[config.mk]
export PLATFORM = sky130hd
export DESIGN_NAME = sign_lms_update
export DESIGN_NICKNAME = d
export VERILOG_FILES = /design/src/rtl/slms_pkg.sv /design/src/rtl/slms_slicer.sv /design/src/rtl/slms_tap_sign.sv /design/src/rtl/slms_tap_cell.sv /design/src/rtl/sign_lms_update.sv
export SDC_FILE = /design/constraint.sdc
export NUM_CORES = 1
export LEC_CHECK = 0
export BUFFER_PORTS_ARGS = -buffer_cell sky130_fd_sc_hd__buf_2
export CAP_MARGIN = 20
export CELL_PAD_IN_SITES_DETAIL_PLACEMENT = 1
export CELL_PAD_IN_SITES_GLOBAL_PLACEMENT = 2
export CORE_MARGIN = 8
export CORE_UTILIZATION = 38
export DETAILED_ROUTE_END_ITERATION = 12
export HOLD_SLACK_MARGIN = 0.08
export PLACE_DENSITY_LB_ADDON = 0.1
export SYNTH_ARGS = -nofsm -noshare
export SYNTH_HDL_FRONTEND = slang
export SYNTH_SLANG_ARGS = --single-unit
[constraint.sdc]
create_clock -name clk -period 10.6 [get_ports clk]
set_clock_uncertainty 0.2 [all_clocks]
set_input_delay 1.59 -clock clk [delete_from_list [all_inputs] [get_ports clk]]
set_output_delay 1.59 -clock clk [all_outputs]
set_load 0.03 [all_outputs]
[src/rtl/slms_pkg.sv]
package slms_pkg;

  // Three-level slicer decision
  typedef enum logic [1:0] {
    DEC_ZERO = 2'd0,
    DEC_POS  = 2'd1,
    DEC_NEG  = 2'd2
  } slice_dec_t;

  // Error summary handed from the slicer to the tap cells
  typedef struct packed {
    logic vld;
    logic neg;
    logic zero;
  } err_flag_t;

  // Role a tap plays in the starting response
  typedef enum logic [1:0] {
    ROLE_IDLE = 2'd0,
    ROLE_MAIN = 2'd1,
    ROLE_SIDE = 2'd2
  } tap_role_t;

  function automatic tap_role_t tap_role(input int idx, input int main_idx);
    if (idx == main_idx)
      return ROLE_MAIN;
    else if (idx == main_idx - 1 || idx == main_idx + 1)
      return ROLE_SIDE;
    else
      return ROLE_IDLE;
  endfunction

endpackage

[src/rtl/slms_slicer.sv]
module slms_slicer
  import slms_pkg::*;
#(
  parameter int YW  = 12,
  parameter int AMP = 256,
  parameter int MUW = 6
) (
  input  logic           clk,
  input  logic           rst,
  input  logic           flush,
  input  logic           in_vld,
  input  logic [YW-1:0]  y_in,
  input  logic [MUW-1:0] step_in,
  output err_flag_t      err_o,
  output logic [MUW-1:0] step_o
);

  localparam int EW = YW + 1;
  localparam logic signed [EW-1:0] LVL  = EW'(AMP);
  localparam logic signed [EW-1:0] THR  = EW'(AMP / 2);
  localparam logic signed [EW-1:0] NTHR = -THR;

  // capture stage
  logic                 vld_q;
  logic [YW-1:0]        y_q;
  logic [MUW-1:0]       step_q;

  // decision
  slice_dec_t           dec;
  logic signed [EW-1:0] y_ext;
  logic signed [EW-1:0] level;
  logic signed [EW-1:0] err;

  always_ff @(posedge clk) begin
    if (rst) begin
      vld_q  <= 1'b0;
      y_q    <= '0;
      step_q <= '0;
    end else begin
      vld_q  <= in_vld & ~flush;
      y_q    <= y_in;
      step_q <= step_in;
    end
  end

  always_comb begin
    y_ext = {y_q[YW-1], y_q};
    if (y_ext >= THR)
      dec = DEC_POS;
    else if (y_ext <= NTHR)
      dec = DEC_NEG;
    else
      dec = DEC_ZERO;
    unique case (dec)
      DEC_POS: level = LVL;
      DEC_NEG: level = -LVL;
      default: level = '0;
    endcase
    err = y_ext - level;
  end

  // error-sign stage
  always_ff @(posedge clk) begin
    if (rst) begin
      err_o  <= '0;
      step_o <= '0;
    end else begin
      err_o.vld  <= vld_q & ~flush;
      err_o.neg  <= err[EW-1];
      err_o.zero <= (err == '0);
      step_o     <= step_q;
    end
  end

endmodule

[src/rtl/slms_tap_sign.sv]
module slms_tap_sign #(
  parameter int NT = 8
) (
  input  logic          clk,
  input  logic          rst,
  input  logic [NT-1:0] sgn_in,
  output logic [NT-1:0] sgn_o
);

  logic [NT-1:0] sgn_q;

  // two registers so the signs line up with the error flags
  always_ff @(posedge clk) begin
    if (rst) begin
      sgn_q <= '0;
      sgn_o <= '0;
    end else begin
      sgn_q <= sgn_in;
      sgn_o <= sgn_q;
    end
  end

endmodule

[src/rtl/slms_tap_cell.sv]
module slms_tap_cell #(
  parameter int              CW      = 10,
  parameter int              MUW     = 6,
  parameter logic [CW-1:0]   RST_VAL = '0
) (
  input  logic           clk,
  input  logic           rst,
  input  logic           init_ld,
  input  logic [CW-1:0]  init_val,
  input  logic           upd_en,
  input  logic           up,
  input  logic [MUW-1:0] step,
  output logic [CW-1:0]  coef_o
);

  localparam int SW = CW + 1;
  localparam logic signed [SW-1:0] CMAX = SW'((1 << (CW - 1)) - 1);
  localparam logic signed [SW-1:0] CMIN = -CMAX - SW'(1);

  logic signed [SW-1:0] c_ext;
  logic signed [SW-1:0] mu_ext;
  logic signed [SW-1:0] sum_up;
  logic signed [SW-1:0] sum_dn;
  logic [CW-1:0]        cand_up;
  logic [CW-1:0]        cand_dn;

  // both candidates are formed every cycle; the sign product only selects
  always_comb begin
    c_ext   = {coef_o[CW-1], coef_o};
    mu_ext  = {{(SW - MUW){1'b0}}, step};
    sum_up  = c_ext + mu_ext;
    sum_dn  = c_ext - mu_ext;
    cand_up = (sum_up > CMAX) ? CMAX[CW-1:0] : sum_up[CW-1:0];
    cand_dn = (sum_dn < CMIN) ? CMIN[CW-1:0] : sum_dn[CW-1:0];
  end

  always_ff @(posedge clk) begin
    if (rst)
      coef_o <= RST_VAL;
    else if (init_ld)
      coef_o <= init_val;
    else if (upd_en)
      coef_o <= up ? cand_up : cand_dn;
  end

endmodule

[src/rtl/sign_lms_update.sv]
module sign_lms_update
  import slms_pkg::*;
#(
  parameter int NTAPS    = 8,
  parameter int CW       = 10,
  parameter int FRAC     = 8,
  parameter int YW       = 12,
  parameter int MUW      = 6,
  parameter int KW       = 9,
  parameter int AMP      = 256,
  parameter int MAIN_TAP = 4
) (
  input  logic                clk,
  input  logic                rst,
  input  logic                smp_vld,
  input  logic [YW-1:0]       eq_out,
  input  logic [NTAPS-1:0]    tap_sign,
  input  logic [MUW-1:0]      step,
  input  logic                init,
  input  logic [KW-1:0]       init_k,
  output logic [NTAPS*CW-1:0] coef_out
);

  localparam logic [CW-1:0] UNITY = CW'(1 << FRAC);

  err_flag_t        err;
  logic [MUW-1:0]   step_al;
  logic [NTAPS-1:0] sgn_al;
  logic [CW-1:0]    k_neg;
  logic             upd;

  slms_slicer #(
    .YW  (YW),
    .AMP (AMP),
    .MUW (MUW)
  ) u_slicer (
    .clk     (clk),
    .rst     (rst),
    .flush   (init),
    .in_vld  (smp_vld),
    .y_in    (eq_out),
    .step_in (step),
    .err_o   (err),
    .step_o  (step_al)
  );

  slms_tap_sign #(
    .NT (NTAPS)
  ) u_sign (
    .clk    (clk),
    .rst    (rst),
    .sgn_in (tap_sign),
    .sgn_o  (sgn_al)
  );

  assign k_neg = '0 - CW'(init_k);
  assign upd   = err.vld & ~err.zero;

  for (genvar i = 0; i < NTAPS; i++) begin : g_tap
    localparam tap_role_t     ROLE  = tap_role(i, MAIN_TAP);
    localparam logic [CW-1:0] RST_V = (ROLE == ROLE_MAIN) ? UNITY : '0;

    logic [CW-1:0] ival;

    if (ROLE == ROLE_MAIN) begin : g_main
      assign ival = UNITY;
    end else if (ROLE == ROLE_SIDE) begin : g_side
      assign ival = k_neg;
    end else begin : g_idle
      assign ival = '0;
    end

    slms_tap_cell #(
      .CW      (CW),
      .MUW     (MUW),
      .RST_VAL (RST_V)
    ) u_cell (
      .clk      (clk),
      .rst      (rst),
      .init_ld  (init),
      .init_val (ival),
      .upd_en   (upd),
      .up       (err.neg ^ sgn_al[i]),
      .step     (step_al),
      .coef_o   (coef_out[i*CW +: CW])
    );
  end

endmodule

# Word level (Yosys, flattened, before mapping)
# Cells that the tools add are included.
# op_classes
n_addsub	18
mul	0
div	0
magnitude_cmp	18
eq_ne	2
shift	0
muxes	31
n_bitwise	13
reduce_logical	3
# ops
cell	count
10-bit two-way mux	28
10-bit by 7-bit adder with 11-bit output	8
11-bit by 10-bit greater-than comparator with 1-bit output (second input constant)	8
11-bit by 10-bit less-than comparator with 1-bit output (second input constant)	8
10-bit by 7-bit subtractor with 11-bit output	8
13-bit case mux with 2 select lines	1
13-bit zero test	1
12-bit by 13-bit subtractor with 13-bit output	1
12-bit by 9-bit greater-or-equal comparator with 1-bit output (second input constant)	1
12-bit by 8-bit less-or-equal comparator with 1-bit output (second input constant)	1
1-bit by 9-bit subtractor with 10-bit output (first input constant)	1
1-bit XOR	8
2-bit two-way mux	2
1-bit bitwise AND	3
2-bit by 1-bit == test with 1-bit output (second input constant)	1
2-bit == test (second input constant)	1
1-bit NOT	2
2-bit nonzero test	1
2-bit OR reduction	1
# totals
regBits	124
latch_bits	0
mem_bits_rw	0
rom_bits	0
input_bits	39
output_inout_bits	80
mem_count	0

# Depth between registers and ports, before layout
# depth
word_depth	7
mapped_depth	12
depth_no_buf	12

# Cells and area by module
# From an unflattened synthesis, not the netlist that was laid out.
# unflattened
hier_cells	1634
hier_area_um2	13111.3
# by_module_without_submodules
mod	instances	cells_per_inst	area_each_um2
slms_tap_cell (g_tap[0].u_cell ...)	6	186	1447.6
slms_tap_cell (g_tap[4].u_cell)	1	188	1393.8
slms_tap_cell (g_tap[3].u_cell)	1	180	1352.5
slms_slicer	1	85	968.4
slms_tap_sign	1	33	464.2
sign_lms_update	1	32	246.5

# Worst setup path before layout
# Ideal clock, no wire load.
# synth_path
path_kind	register to register
start	register u_slicer.step_o[1]
end	register g_tap[5].u_cell.coef_o[8]
setup_time_ns	0.079
t_arrival_ns	3.188
required_time_ns	10.321
setup_slack_ns	7.133
path_stages_with_launch	9
n_path_buf	0
cell_sequence	dfxtp_1 -> inv_1 -> fa_1 -> o21ba_1 -> or4_4 -> a2111oi_4 -> a211oi_2 -> a221o_1 -> a211oi_2
# synth_via
elab_chain_len	6
elab_cells_between_ends	9
# synth_lines
item	line	text
start: declaration	slms_slicer.sv:15	output logic [MUW-1:0] step_o
start signal: assignment	slms_slicer.sv:71	step_o <= step_q;
10-bit by 7-bit subtractor with 11-bit output or 10-bit by 7-bit adder with 11-bit output (tied branches)	slms_tap_cell.sv:32, slms_tap_cell.sv:31	
11-bit by 10-bit less-than comparator with 1-bit output or 11-bit by 10-bit greater-than comparator with 1-bit output (tied branches)	slms_tap_cell.sv:34, slms_tap_cell.sv:33	
10-bit two-way mux, on equally long branches	slms_tap_cell.sv:34, slms_tap_cell.sv:33	
10-bit two-way mux (*)	slms_tap_cell.sv:43	coef_o <= up ? cand_up : cand_dn;
10-bit two-way mux (*)	slms_tap_cell.sv:42	else if (upd_en)
10-bit two-way mux (*)	slms_tap_cell.sv:40	else if (init_ld)
end signal: assignment	slms_tap_cell.sv:41	coef_o <= init_val;
end signal: assignment	slms_tap_cell.sv:43	
end: declaration	slms_tap_cell.sv:13	output logic [CW-1:0] coef_o
# Every way passes the cells marked *; elsewhere a longest branch is shown, timed or not. The select of a mux whose other input is x is not followed.
# A chain may end at the register's enable or synchronous reset.

# Worst setup path after layout
# layout_path
start	register u_slicer.step_o[0]
end	register g_tap[4].u_cell.coef_o[6]
# layout_via
elab_chain_len	4
elab_cells_between_ends	7
# layout_lines
item	line
10-bit by 7-bit subtractor with 11-bit output or 10-bit by 7-bit adder with 11-bit output (tied branches)	slms_tap_cell.sv:32, slms_tap_cell.sv:31
11-bit by 10-bit less-than comparator with 1-bit output or 11-bit by 10-bit greater-than comparator with 1-bit output (tied branches)	slms_tap_cell.sv:34, slms_tap_cell.sv:33
10-bit two-way mux, on equally long branches	slms_tap_cell.sv:34, slms_tap_cell.sv:33
10-bit two-way mux (*)	slms_tap_cell.sv:43
end signal: assignment	slms_tap_cell.sv:41
end signal: assignment	slms_tap_cell.sv:43
end: declaration	slms_tap_cell.sv:13
# Every way passes the cells marked *; elsewhere a longest branch is shown, timed or not.

==> qor.txt <==
Core Region = 27780 sq um
Fin. max-slew vios = 0
CP endpoint kind = flop
TritonRoute pass-1 iters = 5
Max VDD drop = 0.09732 mV
Max clock buf depth = 2
Routed vias = 10535
Setup bufs post-CTS = 0
GRT Resource Usage Total = 22.83%
Number of global-route vias before repair = 10918
Minimum clock period = 3.978 ns
Period utilization = 37.52%
Crit-path max FO = 16
Drt drc = 0
Post-synthesis sequential area ratio = 23.19%
CP required = 10.66 ns
Synthesized Nets = 1519
Final GP Congestion = 0.8385
Post-Synthesis Cells = 1362
Nets = 1609
H-tree depth = 4
RSZ-0062 raised after global routing = false
Post_cts resized = 0
CTS root buf = clkbuf_16
Share of cells above drive strength 1 = 12.90%
Ant diodes = 0
Commonest cells after routing, fill and taps aside = dfxtp_1 (124), buf_2 (118), nor2_1 (109), ha_1 (101)
Max_cap viols = 0
Slew @ Worst Pin = 1.066 ns
WHS = 0.2357 ns
P&R area growth vs syn = 14.26%
Setup violations, final = 0
Asr flop ratio synth = 0%
Skew-Pair Late Insertion Delay = 0.43 ns
P_leak = 0.005191 uW
Cells along the critical path = ha_1, inv_1, fa_1, a211oi_1, nor2_1, o21ai_1, or3b_1, a211oi_2, a311o_1, a221oi_1
CP max stage delay = 0.93 ns
# rows = 61
CTS tree = done
Slowest cell on crit path = dfxtp_1
Routed Wire Length = 38.60 mm
Via/cell ratio = 5.716
First-pass GRT wire length = 61.24 mm
Post-route ant nets = 0
Synthesized flop and latch total = 124
Outcome = complete, no violations
Initial core utilization = 38.53%
Largest net degree at the start of global routing = 59
Final Hold Vio Count = 0
DPL Wire Length = 28.07 mm
Die Ht = 183.8 microns
CP Data Arrival Time = 4.03 ns
Routed WL per cell = 20.94 microns
Count of flip-flops with a built-in enable after synthesis = 0
Clock-pin slew on the worst setup and hold paths = 0.07 ns
Gr ovfl total = 0
Avg Cell Area, Syn = 7.860 sq um
Yosys cell types = 85
Chip width = 183.8 microns
Power per Cell Area = 120.5 nW/um^2
Setup TNS = 0 ns
Max Clk Rate = 251.4 MHz
Hold crit path type = flop to flop
Slew margin rel. = 28.75%
Sink Count = 124
Hold_buf cts = 0
First-iteration detailed-routing DRC count = 512
Most common cell after layout, fill and taps aside = dfxtp_1
Die ar. = 33800 sq um
Cell Area, Synth = 10710 sq um
Setup crit start kind = flop
Primary FF master, synth = dfxtp_1
Num CTS Buffers = 17
Initial antenna violation count = 0
Synth warnings = 0
Setup CP Type = flop to flop
Port bufs = 118
IO Count = 119
==> synthesized netlist by cell type (11+ instances only) <==
| cell | n | share of area [%] |
|---|---|---|
| nor2_1 | 110 | 3.9 |
| nor3_1 | 32 | 1.5 |
| ha_1 | 101 | 12 |
| fa_1 | 17 | 3.2 |
| clkbuf_1 | 46 | 1.6 |
| nor2b_1 | 62 | 3.6 |
| dfxtp_1 | 124 | 23 |
| o21ai_0 | 53 | 2.5 |
| xnor2_1 | 40 | 3.3 |
| inv_1 | 91 | 3.2 |
| o31ai_1 | 13 | 0.91 |
| or3_1 | 18 | 1.1 |
| nand3_1 | 40 | 1.9 |
| nand2b_1 | 30 | 1.8 |
| a211oi_1 | 19 | 1.3 |
| nand2_1 | 83 | 2.9 |
| o211ai_1 | 21 | 1.5 |
| a31oi_1 | 22 | 1.3 |
| buf_2 | 11 | 0.51 |
| o21ai_1 | 37 | 1.7 |
| o21bai_1 | 12 | 0.84 |
| nor4_1 | 16 | 0.94 |
| xor2_1 | 34 | 2.8 |
| o21a_1 | 14 | 0.98 |
| a21oi_1 | 91 | 4.3 |
| a21o_1 | 20 | 1.4 |
==> cells by family after synthesis <==
family                   synth area share, %
buffers and inverters                  5.739
AND/OR/NAND/NOR                        21.20
flip-flops                             23.19
AO/OA/AOI/OAI                          27.82
adder cells (fa/ha/maj)                14.98
multiplexers                          0.8649
XOR/XNOR                               6.206
==> metal layers <==
metal	vias up	wire length [microns]	global-route usage [%]	share of wire, %
met4	0	880	6.744	2.3
met5	-	0	0	0
li1	5117	-	-	-
met1	5144	17540	28.20	45
met3	56	1641	4.585	4.3
met2	218	18540	39.47	48
==> area by class of cell <==
class,count,area [sq um]
Tap cell,378,473.0
Sequential cell,124,2482
Clock inverter,15,171.4
Fill cell,3502,15550
Multi-Input combinational cell,1080,7624
Inverter,98,367.9
Timing Repair Buffer,131,688.2
Clock buffer,17,425.4
==> final timing paths <==
path	start	endpoint	slack (ns)	cells past startpoint
setup / recovery	u_slicer.step_o[0]$_SDFF_PP0_	g_tap[4].u_cell.coef_o[6]$_SDFFE_PP0P_	6.62	10
hold / removal	u_slicer.step_q[1]$_SDFF_PP0_	u_slicer.step_o[1]$_SDFF_PP0_	0.24	1
setup reg to reg	u_slicer.step_o[0]$_SDFF_PP0_	g_tap[4].u_cell.coef_o[6]$_SDFFE_PP0P_	6.62	10
hold reg to reg	u_slicer.step_q[1]$_SDFF_PP0_	u_slicer.step_o[1]$_SDFF_PP0_	0.24	1
==> state kept, by name (all words and copies together) (netlist names) <==
name                 flops
u_slicer.vld_q           1
g_tap.u_cell.coef_o     80
u_sign.sgn_q             8
u_slicer.step_q          6
u_sign.sgn_o             8
u_slicer.step_o          6
u_slicer.y_q            12
u_slicer.err_o           3
==> critical path: cells and delay by family (launching register included) <==
| family | cells | cell delay, ns |
|---|---|---|
| flops | 1 | 0.93 |
| compound gates | 5 | 1.28 |
| simple gates | 2 | 0.52 |
| buf+inv | 1 | 0.07 |
| fa+ha+maj | 2 | 0.78 |
==> power breakdown <==
| part | switching (uW) | total [uW] | leakage (uW) | internal, uW |
|---|---|---|---|---|
| combinational | 225 | 357 | 0.00388 | 132 |
| sequential | 22.8 | 505 | 0.00101 | 482 |
| clock | 275 | 612 | 0.000292 | 338 |
==> metrics by stage <==
stage          total power, uW  utilization [%]  cell area [sq um]  cells  setup slack [ns]
4_1_cts                   1488            44.03              12230   1843             6.607
5_1_grt                   1545            44.03              12230   1843             6.439
3_3_place_gp             867.3            41.88              11630   1811             6.343
6_report                  1474            44.03              12230   1843             6.622
3_5_place_dp             868.8            41.88              11630   1811             6.315
2_1_floorplan            765.5                -              10710   1362             7.133
Note: power is estimated with default switching activity, not from simulation.
